--- src/rtl/meas_pkg.sv ---
package meas_pkg;

    typedef enum logic [2:0] {
        ST_IDLE   = 3'd0,
        ST_WAIT   = 3'd1,
        ST_GATE   = 3'd2,
        ST_ARM    = 3'd3,
        ST_PERIOD = 3'd4,
        ST_DONE   = 3'd5
    } meas_state_e;

    localparam int MS_W = 7;

    // Gate length in milliseconds for each select code
    function automatic logic [MS_W-1:0] gate_ms(input logic [1:0] sel);
        case (sel)
            2'd0:    gate_ms = 7'd4;
            2'd1:    gate_ms = 7'd8;
            2'd2:    gate_ms = 7'd32;
            default: gate_ms = 7'd64;
        endcase
    endfunction

    // Settling interval: the upper end of each wait band
    function automatic logic [MS_W-1:0] wait_ms(input logic [1:0] sel);
        wait_ms = sel[1] ? 7'd8 : 7'd4;
    endfunction

endpackage

--- src/rtl/meas_edge_sync.sv ---
module meas_edge_sync (
    input  logic clk,
    input  logic rst_n,
    input  logic din,
    output logic rise
);
    logic [2:0] sh_q;
    logic [2:0] sh_d;

    always_comb begin
        sh_d = {sh_q[1:0], din};
    end

    always_ff @(posedge clk) begin
        if (!rst_n) sh_q <= '0;
        else        sh_q <= sh_d;
    end

    // sh_q[1] is the second synchroniser stage, sh_q[2] its delayed copy
    assign rise = sh_q[1] & ~sh_q[2];
endmodule

--- src/rtl/meas_timebase.sv ---
module meas_timebase #(
    parameter int PERIOD = 36000
) (
    input  logic clk,
    input  logic rst_n,
    input  logic restart,
    output logic pulse
);
    localparam int W = (PERIOD > 2) ? $clog2(PERIOD) : 1;
    localparam logic [W-1:0] LAST = W'(PERIOD - 1);

    logic [W-1:0] cnt_q;
    logic [W-1:0] cnt_d;

    always_comb begin
        if (restart)            cnt_d = '0;
        else if (cnt_q == LAST) cnt_d = '0;
        else                    cnt_d = cnt_q + 1'b1;
    end

    always_ff @(posedge clk) begin
        if (!rst_n) cnt_q <= '0;
        else        cnt_q <= cnt_d;
    end

    assign pulse = (cnt_q == LAST);
endmodule

--- src/rtl/meas_half.sv ---
module meas_half (
    input  logic clk,
    input  logic rst_n,
    input  logic clr,
    input  logic rise,
    output logic pass
);
    logic phase_q;
    logic phase_d;

    always_comb begin
        if (clr)       phase_d = 1'b0;
        else if (rise) phase_d = ~phase_q;
        else           phase_d = phase_q;
    end

    always_ff @(posedge clk) begin
        if (!rst_n) phase_q <= 1'b0;
        else        phase_q <= phase_d;
    end

    // Every second rising edge passes on
    assign pass = rise & phase_q;
endmodule

--- src/rtl/meas_counter.sv ---
module meas_counter
    import meas_pkg::*;
#(
    parameter int CNT_W    = 20,
    parameter int TICK_CYC = 36000,
    parameter int CHK_CYC  = 40
) (
    input  logic             clk,
    input  logic             rst_n,
    input  logic             ctl_load,
    input  logic             ctl_enable,
    input  logic             ctl_period,
    input  logic             ctl_src_hi,
    input  logic [1:0]       ctl_gate_sel,
    input  logic             hi_in,
    input  logic             lo_in,
    output logic [CNT_W-1:0] result,
    output logic             done
);

    typedef struct packed {
        meas_state_e      st;
        logic [CNT_W-1:0] cnt;
        logic [MS_W-1:0]  left;
        logic [1:0]       per;
        logic             period;
        logic             src_hi;
        logic [1:0]       sel;
        logic             done;
    } regs_t;

    regs_t r_q, r_d;

    logic hi_rise, lo_rise, hi_pass, ms_tick, chk_tick, edge_ok;

    meas_edge_sync u_sync_hi (.clk(clk), .rst_n(rst_n), .din(hi_in), .rise(hi_rise));
    meas_edge_sync u_sync_lo (.clk(clk), .rst_n(rst_n), .din(lo_in), .rise(lo_rise));

    meas_half u_half (
        .clk(clk), .rst_n(rst_n), .clr(ctl_load), .rise(hi_rise), .pass(hi_pass)
    );

    meas_timebase #(.PERIOD(TICK_CYC)) u_ms (
        .clk(clk), .rst_n(rst_n), .restart(ctl_load), .pulse(ms_tick)
    );

    meas_timebase #(.PERIOD(CHK_CYC)) u_chk (
        .clk(clk), .rst_n(rst_n), .restart(ctl_load), .pulse(chk_tick)
    );

    assign edge_ok = r_q.src_hi ? hi_pass : lo_rise;

    always_comb begin
        r_d = r_q;
        if (ctl_load) begin
            r_d.period = ctl_period;
            r_d.src_hi = ctl_src_hi;
            r_d.sel    = ctl_gate_sel;
            r_d.done   = 1'b0;
            if (ctl_enable) begin
                r_d.st   = ST_WAIT;
                r_d.left = wait_ms(ctl_gate_sel);
            end else begin
                r_d.st  = ST_IDLE;
                r_d.cnt = '0;
            end
        end else begin
            unique case (r_q.st)
                ST_WAIT: begin
                    if (ms_tick) begin
                        if (r_q.left == 7'd1) begin
                            if (r_q.period) begin
                                r_d.st = ST_ARM;
                            end else begin
                                r_d.st   = ST_GATE;
                                r_d.left = gate_ms(r_q.sel);
                            end
                        end else begin
                            r_d.left = r_q.left - 1'b1;
                        end
                    end
                end
                ST_GATE: begin
                    if (edge_ok) r_d.cnt = r_q.cnt + 1'b1;
                    if (ms_tick) begin
                        if (r_q.left == 7'd1) begin
                            r_d.st   = ST_DONE;
                            r_d.done = 1'b1;
                        end else begin
                            r_d.left = r_q.left - 1'b1;
                        end
                    end
                end
                ST_ARM: begin
                    if (lo_rise) begin
                        r_d.st  = ST_PERIOD;
                        r_d.per = r_q.sel[0] ? 2'd2 : 2'd1;
                    end
                end
                ST_PERIOD: begin
                    if (chk_tick) r_d.cnt = r_q.cnt + 1'b1;
                    if (lo_rise) begin
                        if (r_q.per == 2'd1) begin
                            r_d.st   = ST_DONE;
                            r_d.done = 1'b1;
                        end else begin
                            r_d.per = r_q.per - 1'b1;
                        end
                    end
                end
                default: ;
            endcase
        end
    end

    always_ff @(posedge clk) begin
        if (!rst_n) r_q <= '0;
        else        r_q <= r_d;
    end

    assign result = r_q.cnt;
    assign done   = r_q.done;

endmodule

--- config.mk ---
export PLATFORM = sky130hd
export DESIGN_NAME = meas_counter
export DESIGN_NICKNAME = d
export VERILOG_FILES = /design/src/rtl/meas_pkg.sv /design/src/rtl/meas_edge_sync.sv /design/src/rtl/meas_timebase.sv /design/src/rtl/meas_half.sv /design/src/rtl/meas_counter.sv
export SDC_FILE = /design/constraint.sdc
export NUM_CORES = 1
export LEC_CHECK = 0
export BUFFER_PORTS_ARGS = -buffer_cell sky130_fd_sc_hd__buf_2
export CAP_MARGIN = 20
export CORE_ASPECT_RATIO = 0.9
export CORE_MARGIN = 5
export CORE_UTILIZATION = 40
export DETAILED_ROUTE_END_ITERATION = 16
export GPL_TIMING_DRIVEN = 0
export PLACE_DENSITY_LB_ADDON = 0.08
export SYNTH_ARGS = -nofsm -noshare
export SYNTH_HDL_FRONTEND = slang
export SYNTH_SLANG_ARGS = --single-unit
--- constraint.sdc ---
create_clock -name clk -period 3.8 [get_ports clk]
set_input_delay 0 -clock clk [delete_from_list [all_inputs] [get_ports clk]]
set_output_delay 0 -clock clk [all_outputs]
set_load 0.05 [all_outputs]
==> results.toml, run 1 <==
[yosys]
yosysWarnings = 0
synthSimpleGateAreaFrac_pct = 27.7
synthArstFlopShare_pct = 0
synth_cell_types = 64
syn_nets = 407
synth-compound-area-share_pct = 14.7
seq_area_frac_synth_pct = 39.2
syn_area_mm2 = 0.00337
syn_area_per_cell_um2 = 8.63
synth_fa_ha_area_share_pct = 2.23
synthCells = 391
synth_edf_count = 0
synth-main-ff-cell = "dfxtp_1"
synth_seq_cells = 66
synth_mux_area_share_pct = 2.08
synth_top_family_by_area = "simple AND/OR/NAND/NOR gates"
synth-xor-area-share_pct = 6.23

[sta]
setup_viol = 0
worstMarginPinSlew_ps = 636
finalSetupTns_ps = 0
slew_headroom_pct = 57.0
drv_slew = 0
skew_ps = 9.11
min_period_over_period_pct = 63.8
max_freq_mhz = 412
worst_slack_ps = 1380
rsz0062_at_grt = "no"
fin_crit_ps = 2420
timing_hold_violations_final = 0

[clocking]
cts_buffer_depth = 2
cts_tree = "yes"
numCtsBuffers = 9
worstSkewPairLatency_ps = 340
clk_pin_slew_worst_paths_ps = 70
ctsResizeCount = 0
cts_hold_buf = 6
cts-root-buf = "clkbuf_8"
postCtsSetupRepairBufs = 0
clock_sinks = 66
cts_htree_levels = 3

[route]
drc = 0
wl_mm = 7.59
first_iter_violations = 71
vias = 2877
wl_per_cell_um = 14.1
routed_via_density = 5.33
drtPass1Iterations = 5
ant_nets = 0

[cells_and_area]
diodes = 0
finalInstanceArea_mm2 = 0.00392
ff_latch_area_mm2 = 0.00132
fill_cells = 819
syn_to_final_growth_pct = 16.2
layout-drive-gt1-share_pct = 17.7
multi_input_area_mm2 = 0.00179
layout.nets = 453

[die]
die_w_um = 107
ios = 31
die_area_mm2 = 0.0104
core.rowCount = 31
core_area_mm2 = 0.00815
die_y_um = 97.1
start_util_pct = 41.4

[critical_path]
cp_data_arrival_time_ps = 2650
cp.required_ps = 4030
cp-end-kind = "flip-flop"
rrSetupSlack_ps = 1380
startpoint_type = "flip-flop"
crit_path_top_delay_cell = "nor4b_1"
worst-setup-path-type = "flip-flop to flip-flop"
path_max_fanout = 10
path_cells = "ha_1 > nor4b_1 > and3b_1 > clkbuf_1 > o21ai_0 > o2bb2ai_1 > o221a_2"
slowest_delay_ps = 530

[status]
status = "finished, final reports clean"

[grt]
grt-ovfl-total = 0
gr-usage-met2_pct = 23.7
first_global_vias = 2685
gr-usage-met3_pct = 3.79
antenna_found_initial = 0
grt_start_max_net_pins = 11
grt-busiest-layer = "met2"
met1_usage_pct = 20.8
gr-usage-all-layers_pct = 15.3
grt_pass1_wl_mm = 13.0

[place]
io_buffers = 29
dpl.hpwl_mm = 5.48
dpl-instance-area_mm2 = 0.00364
post-place-ws_ps = 1430
place_congestion = 0.781

[worst_hold_path]
worst_hold_path_type = "input pin to flip-flop"

[pwr]
ir_worst_vdd_v = 0.000242
power_density_mw_per_mm2 = 384
total_power_uw = 1500
p_leak_uw = 0.00151

[run]
drv_cap = 0
[power breakdown]
part / switching (µW) / internal [µW]
logic: 69.1 / 48.0
registers: 15.2 / 707
clock network: 262 / 403
total: 347 / 1160
[cell usage in the layout, fill, tap and decap left out, types with 5 or more instances in the layout]
cell type and instances:
or3_1 11, and3_1 7, buf_4 22, dfxtp_1 66
clkbuf_1 11, nor2_1 43, nor3_1 5, nand4_1 12
and2_1 8, nand2_1 33, o31ai_1 7, xnor2_1 10
nand3_1 16, a21oi_1 20, or4_1 6, dlygate4sd3_1 6
buf_2 30, clkbuf_8 11, xor2_1 14, inv_1 12
o21ai_0 14, mux2i_1 7, ha_1 6
[Yosys cell counts, types with 2 or more instances]
cell      count  share of area (%)
dfxtp_1      66                 39
nor2_1       43                4.8
nand2_1      33                3.7
buf_4        22                4.9
a21oi_1      20                3.0
nand3_1      16                2.4
o21ai_0      14                2.1
xor2_1       14                3.6
inv_1        12                1.3
nand4_1      12                2.2
or3_1        11                2.0
xnor2_1      10                2.6
clkbuf_1      9                1.0
and2_1        8                1.5
and3_1        7                1.3
mux2i_1       7                2.1
o31ai_1       7                1.6
ha_1          6                2.2
or4_1         6                1.3
nor3_1        5               0.74
nor3b_1       4               0.89
o211ai_1      4               0.89
and4_1        3               0.78
nor4b_1       3               0.78
o21a_1        3               0.67
o22ai_1       3               0.56
a31oi_1       2               0.37
and3b_1       2               0.52
nand4b_1      2               0.52
nor4_1        2               0.37
or3b_4        2               0.67
[flip-flops by register name, indices dropped and copies added (netlist names)]
name            cells
result             20
r_q                16
u_ms.cnt_q         16
u_chk.cnt_q         6
u_sync_hi.sh_q      3
u_sync_lo.sh_q      3
done                1
u_half.phase_q      1
[final cells by class]
type,instances,share of cell area [%]
timing repair buffer,35,5.23
inverter,12,1.15
clock inverter,2,1.53
sequential,66,33.7
clock buffer,13,4.05
multi-input combinational,279,45.6
buffer,34,5.58
tap,99,3.16
[per-layer routing]
layer  wire (µm)  part of all wire (%)  vias to the layer above
li1            -                     -                     1480
met1        3670                    48                     1350
met2        3520                    46                       39
met3         311                   4.1                        8
met4          94                   1.2                        0
met5           0                     0                        -
[stage by stage]
stage | hold WS (ps) | cells | util (%)
floorplan | 127 | 391 | -
global placement | 205 | 519 | 44.7
detailed placement | 209 | 519 | 44.7
CTS | 96.2 | 540 | 48.1
global route | 140 | 540 | 48.1
finish | 111 | 540 | 48.1
[cells by family after synthesis]
family                     Yosys count
AOI/OAI and AO/OA                   72
xor gates and xnor gates            24
adders and majority gates            6
buffers and inverters               46
DFF                                 66
muxes                                7
and+or+nand+nor                    170
[worst paths after layout]
| path | startpoint | to | cells after the start |
|---|---|---|---|
| max | r_q[7] | r_q[9] | 7 |
| min | rst_n | r_q[13] | 3 |
| max reg2reg | r_q[7] | r_q[9] | 7 |
| min reg2reg | u_sync_hi.sh_q[0] | u_sync_hi.sh_q[1] | 1 |
[worst max-delay path, delay by kind of cell, from the launching register on]
family	cells	cell delay, ps
buffers and inverters	1	350
adders and majority gates	1	170
AOI/OAI and AO/OA	3	570
and+or+nand+nor	2	810
DFF	1	420
Note: power is estimated with default switching activity, not from simulation.
==> inputs of run 2 (changes only) <==
ABC_AREA = 1   (was not set)
clock period = 2 ns   (was 3.8 ns; I/O delays follow)
==> run 2 against run 1 <==
- sequential power rose by 110%
- global-route usage is 0.40 points higher
- critical path depth is 4 higher
- first-iteration DRC count rose by 140%
- synthesized cell count up 37%
- design area rose by 7.4%
- power grew to 2.6 times the previous value
- cell count increased by 32%
- worst setup slack got worse by 1100 ps
- largest power group unchanged
- highest routed layer unchanged
==> results.toml, run 2 <==
[pwr]
ir_worst_vdd_v = 0.000675
power_density_mw_per_mm2 = 927
p_leak_uw = 0.00181

[critical_path]
cp.required_ps = 2280
rrSetupSlack_ps = 260
reg2reg_from = "u_chk.cnt_q[0]"
startpoint_type = "flip-flop"
path_max_fanout = 10
rr_worst_depth = 11
reg2reg_to = "result[11]"
cp_data_arrival_time_ps = 2010
worst-setup-path-type = "flip-flop to flip-flop"
cp-end-kind = "flip-flop"

[die]
ios = 31
start_util_pct = 41.4
core_area_mm2 = 0.00869
die_w_um = 110
die_y_um = 100
core.rowCount = 32
die_area_mm2 = 0.0110

[grt]
grt-ovfl-total = 0
grt_start_max_net_pins = 13
first_global_vias = 3181
grt_pass1_wl_mm = 14.0
antenna_found_initial = 0
gr-usage-all-layers_pct = 15.7

[yosys]
synthArstFlopShare_pct = 0
synth_edf_count = 0
seq_area_frac_synth_pct = 36.7
yosysWarnings = 0
synthCells = 537
syn_area_per_cell_um2 = 6.70
syn_nets = 553
syn_area_mm2 = 0.00360
ys_top_cells_by_area = "dfxtp_1 (37%), nand2_1 (12%), nor2_1 (8.7%)"
synth.top_cell.area_share_pct = 36.7
yosysMostFrequentCell = "nand2_1"
yosysTopAreaCell = "dfxtp_1"
synth-main-ff-cell = "dfxtp_1"
synth_cell_types = 34
synthTopCellsByCount = "nand2_1 (114), nor2_1 (83), dfxtp_1 (66)"
synth_seq_cells = 66

[cells_and_area]
layout-drive-gt1-share_pct = 16.0
final_common_cell = "nand2_1"
largest_register_ffs = 20
final_cell_mix = "nand2_1 (114), nor2_1 (83), dfxtp_1 (66), inv_1 (58), nand3_1 (50)"
syn_to_final_growth_pct = 17.0
fill_cells = 895
layout.nets = 603
diodes = 0

[worst_hold_path]
worst_hold_path_type = "input pin to flip-flop"
hold_depth = 4
hold_end = "result[8]"
hp-start = "ctl_load"

[sta]
max_freq_mhz = 576
min_period_over_period_pct = 86.8
slew_headroom_pct = 63.9
timing_hold_violations_final = 0
finalSetupTns_ps = 0
setup_viol = 0
drv_slew = 0
rsz0062_at_grt = "no"
fin_crit_ps = 1740
skew_ps = 7.60
worstMarginPinSlew_ps = 541
worst_slack_ps = 265

[route]
ant_nets = 0
first_iter_violations = 172
vias = 3425
drc = 0
drtPass1Iterations = 4
wl_mm = 8.17
routed_via_density = 4.82
wl_per_cell_um = 11.5

[clocking]
cts_buffer_depth = 2
worstSkewPairLatency_ps = 340
clock_sinks = 66
cts-root-buf = "clkbuf_8"
cts_tree = "yes"
clk_pin_slew_worst_paths_ps = 80
numCtsBuffers = 9
cts_htree_levels = 3

[place]
dpl.hpwl_mm = 6.09
post-place-ws_ps = 271
io_buffers = 29
place_congestion = 0.833

[run]
drv_cap = 0

[status]
status = "finished, final reports clean"
run 2: layer usage:
metal / vias up / GRT usage, % / wire (µm)
met4: 0 / 5.66 / 106
met1: 1543 / 20.2 / 3980
met3: 9 / 4.50 / 332
met2: 52 / 24.9 / 3750
li1: 1821 / - / -
met5: - / 0 / 0
run 2: layout make-up:
class	instances	area (µm²)	share of cell area (%)
multi-input cells	375	1820	43.1
flip-flops and latches	66	1320	31.4
repair buffers	39	245	5.82
inverters	64	240	5.71
plain buffers	32	221	5.26
well taps	119	149	3.54
clock buffers	9	124	2.94
clock inverters	7	93.8	2.23
run 2: metrics by stage:
step / utilization [%] / hold slack (ps) / area (µm²) / total power [µW] / std cells
final: 48.5 / 36.4 / 4210 / 3900 / 711
after global routing: 48.5 / 39.3 / 4210 / 4180 / 711
after CTS: 48.5 / 16.9 / 4210 / 3950 / 711
after detailed placement: 44.8 / 187 / 3890 / 2680 / 685
after global placement: 44.8 / 179 / 3890 / 2670 / 685
after floorplan: - / 97.6 / 3600 / 2440 / 537
run 2: worst max-delay path by stage:
| stage | startpoint | to | slack (ps) | cells after the start |
|---|---|---|---|---|
| 5_1_grt | u_ms.cnt_q[0] | r_q[8] | 30 | 11 |
| 3_5_place_dp | r_q[7] | r_q[10] | 270 | 10 |
| 3_3_place_gp | r_q[7] | r_q[10] | 290 | 10 |
| 6_report | u_chk.cnt_q[0] | result[11] | 260 | 11 |
| 4_1_cts | r_q[7] | r_q[10] | 260 | 10 |
| 2_1_floorplan | u_chk.cnt_q[0] | result[12] | 530 | 11 |
run 2: kinds of logic (layout without fill, tap and decap cells):
logic type	Yosys count	in the layout	synth area share (%)
xor gates and xnor gates	6	6	1.46
and+or+nand+nor	295	295	36.6
buffers and inverters	96	151	12.8
adders and majority gates	6	6	2.09
AOI/OAI and AO/OA	68	68	10.3
DFF	66	66	36.7
run 2: critical path: stages, from the launching register on:
cell and delay, ps:
dfxtp_1 380, ha_1 200, nand2_1 60, inv_1 70
nand3_1 110, nand3_1 100, nand2_1 100, nor2_4 120
buf_6 150, buf_6 160, nand4_2 100, a21oi_2 130
run 2: what timing repair did:
item / 4_1_cts / 5_1_grt
hold buffers: 10 / 0
buffers inserted: 0 / 0
endpoints found under the setup margin: 0 / 0
hold endpoints to repair: 7 / 0
gates resized for setup: 0 / 0
run 2: report_power, final:
| part | switching (µW) | internal (µW) | total [µW] |
|---|---|---|---|
| Combinational | 752 | 402 | 1150 |
| Clock | 527 | 699 | 1230 |
| Sequential | 103 | 1420 | 1520 |
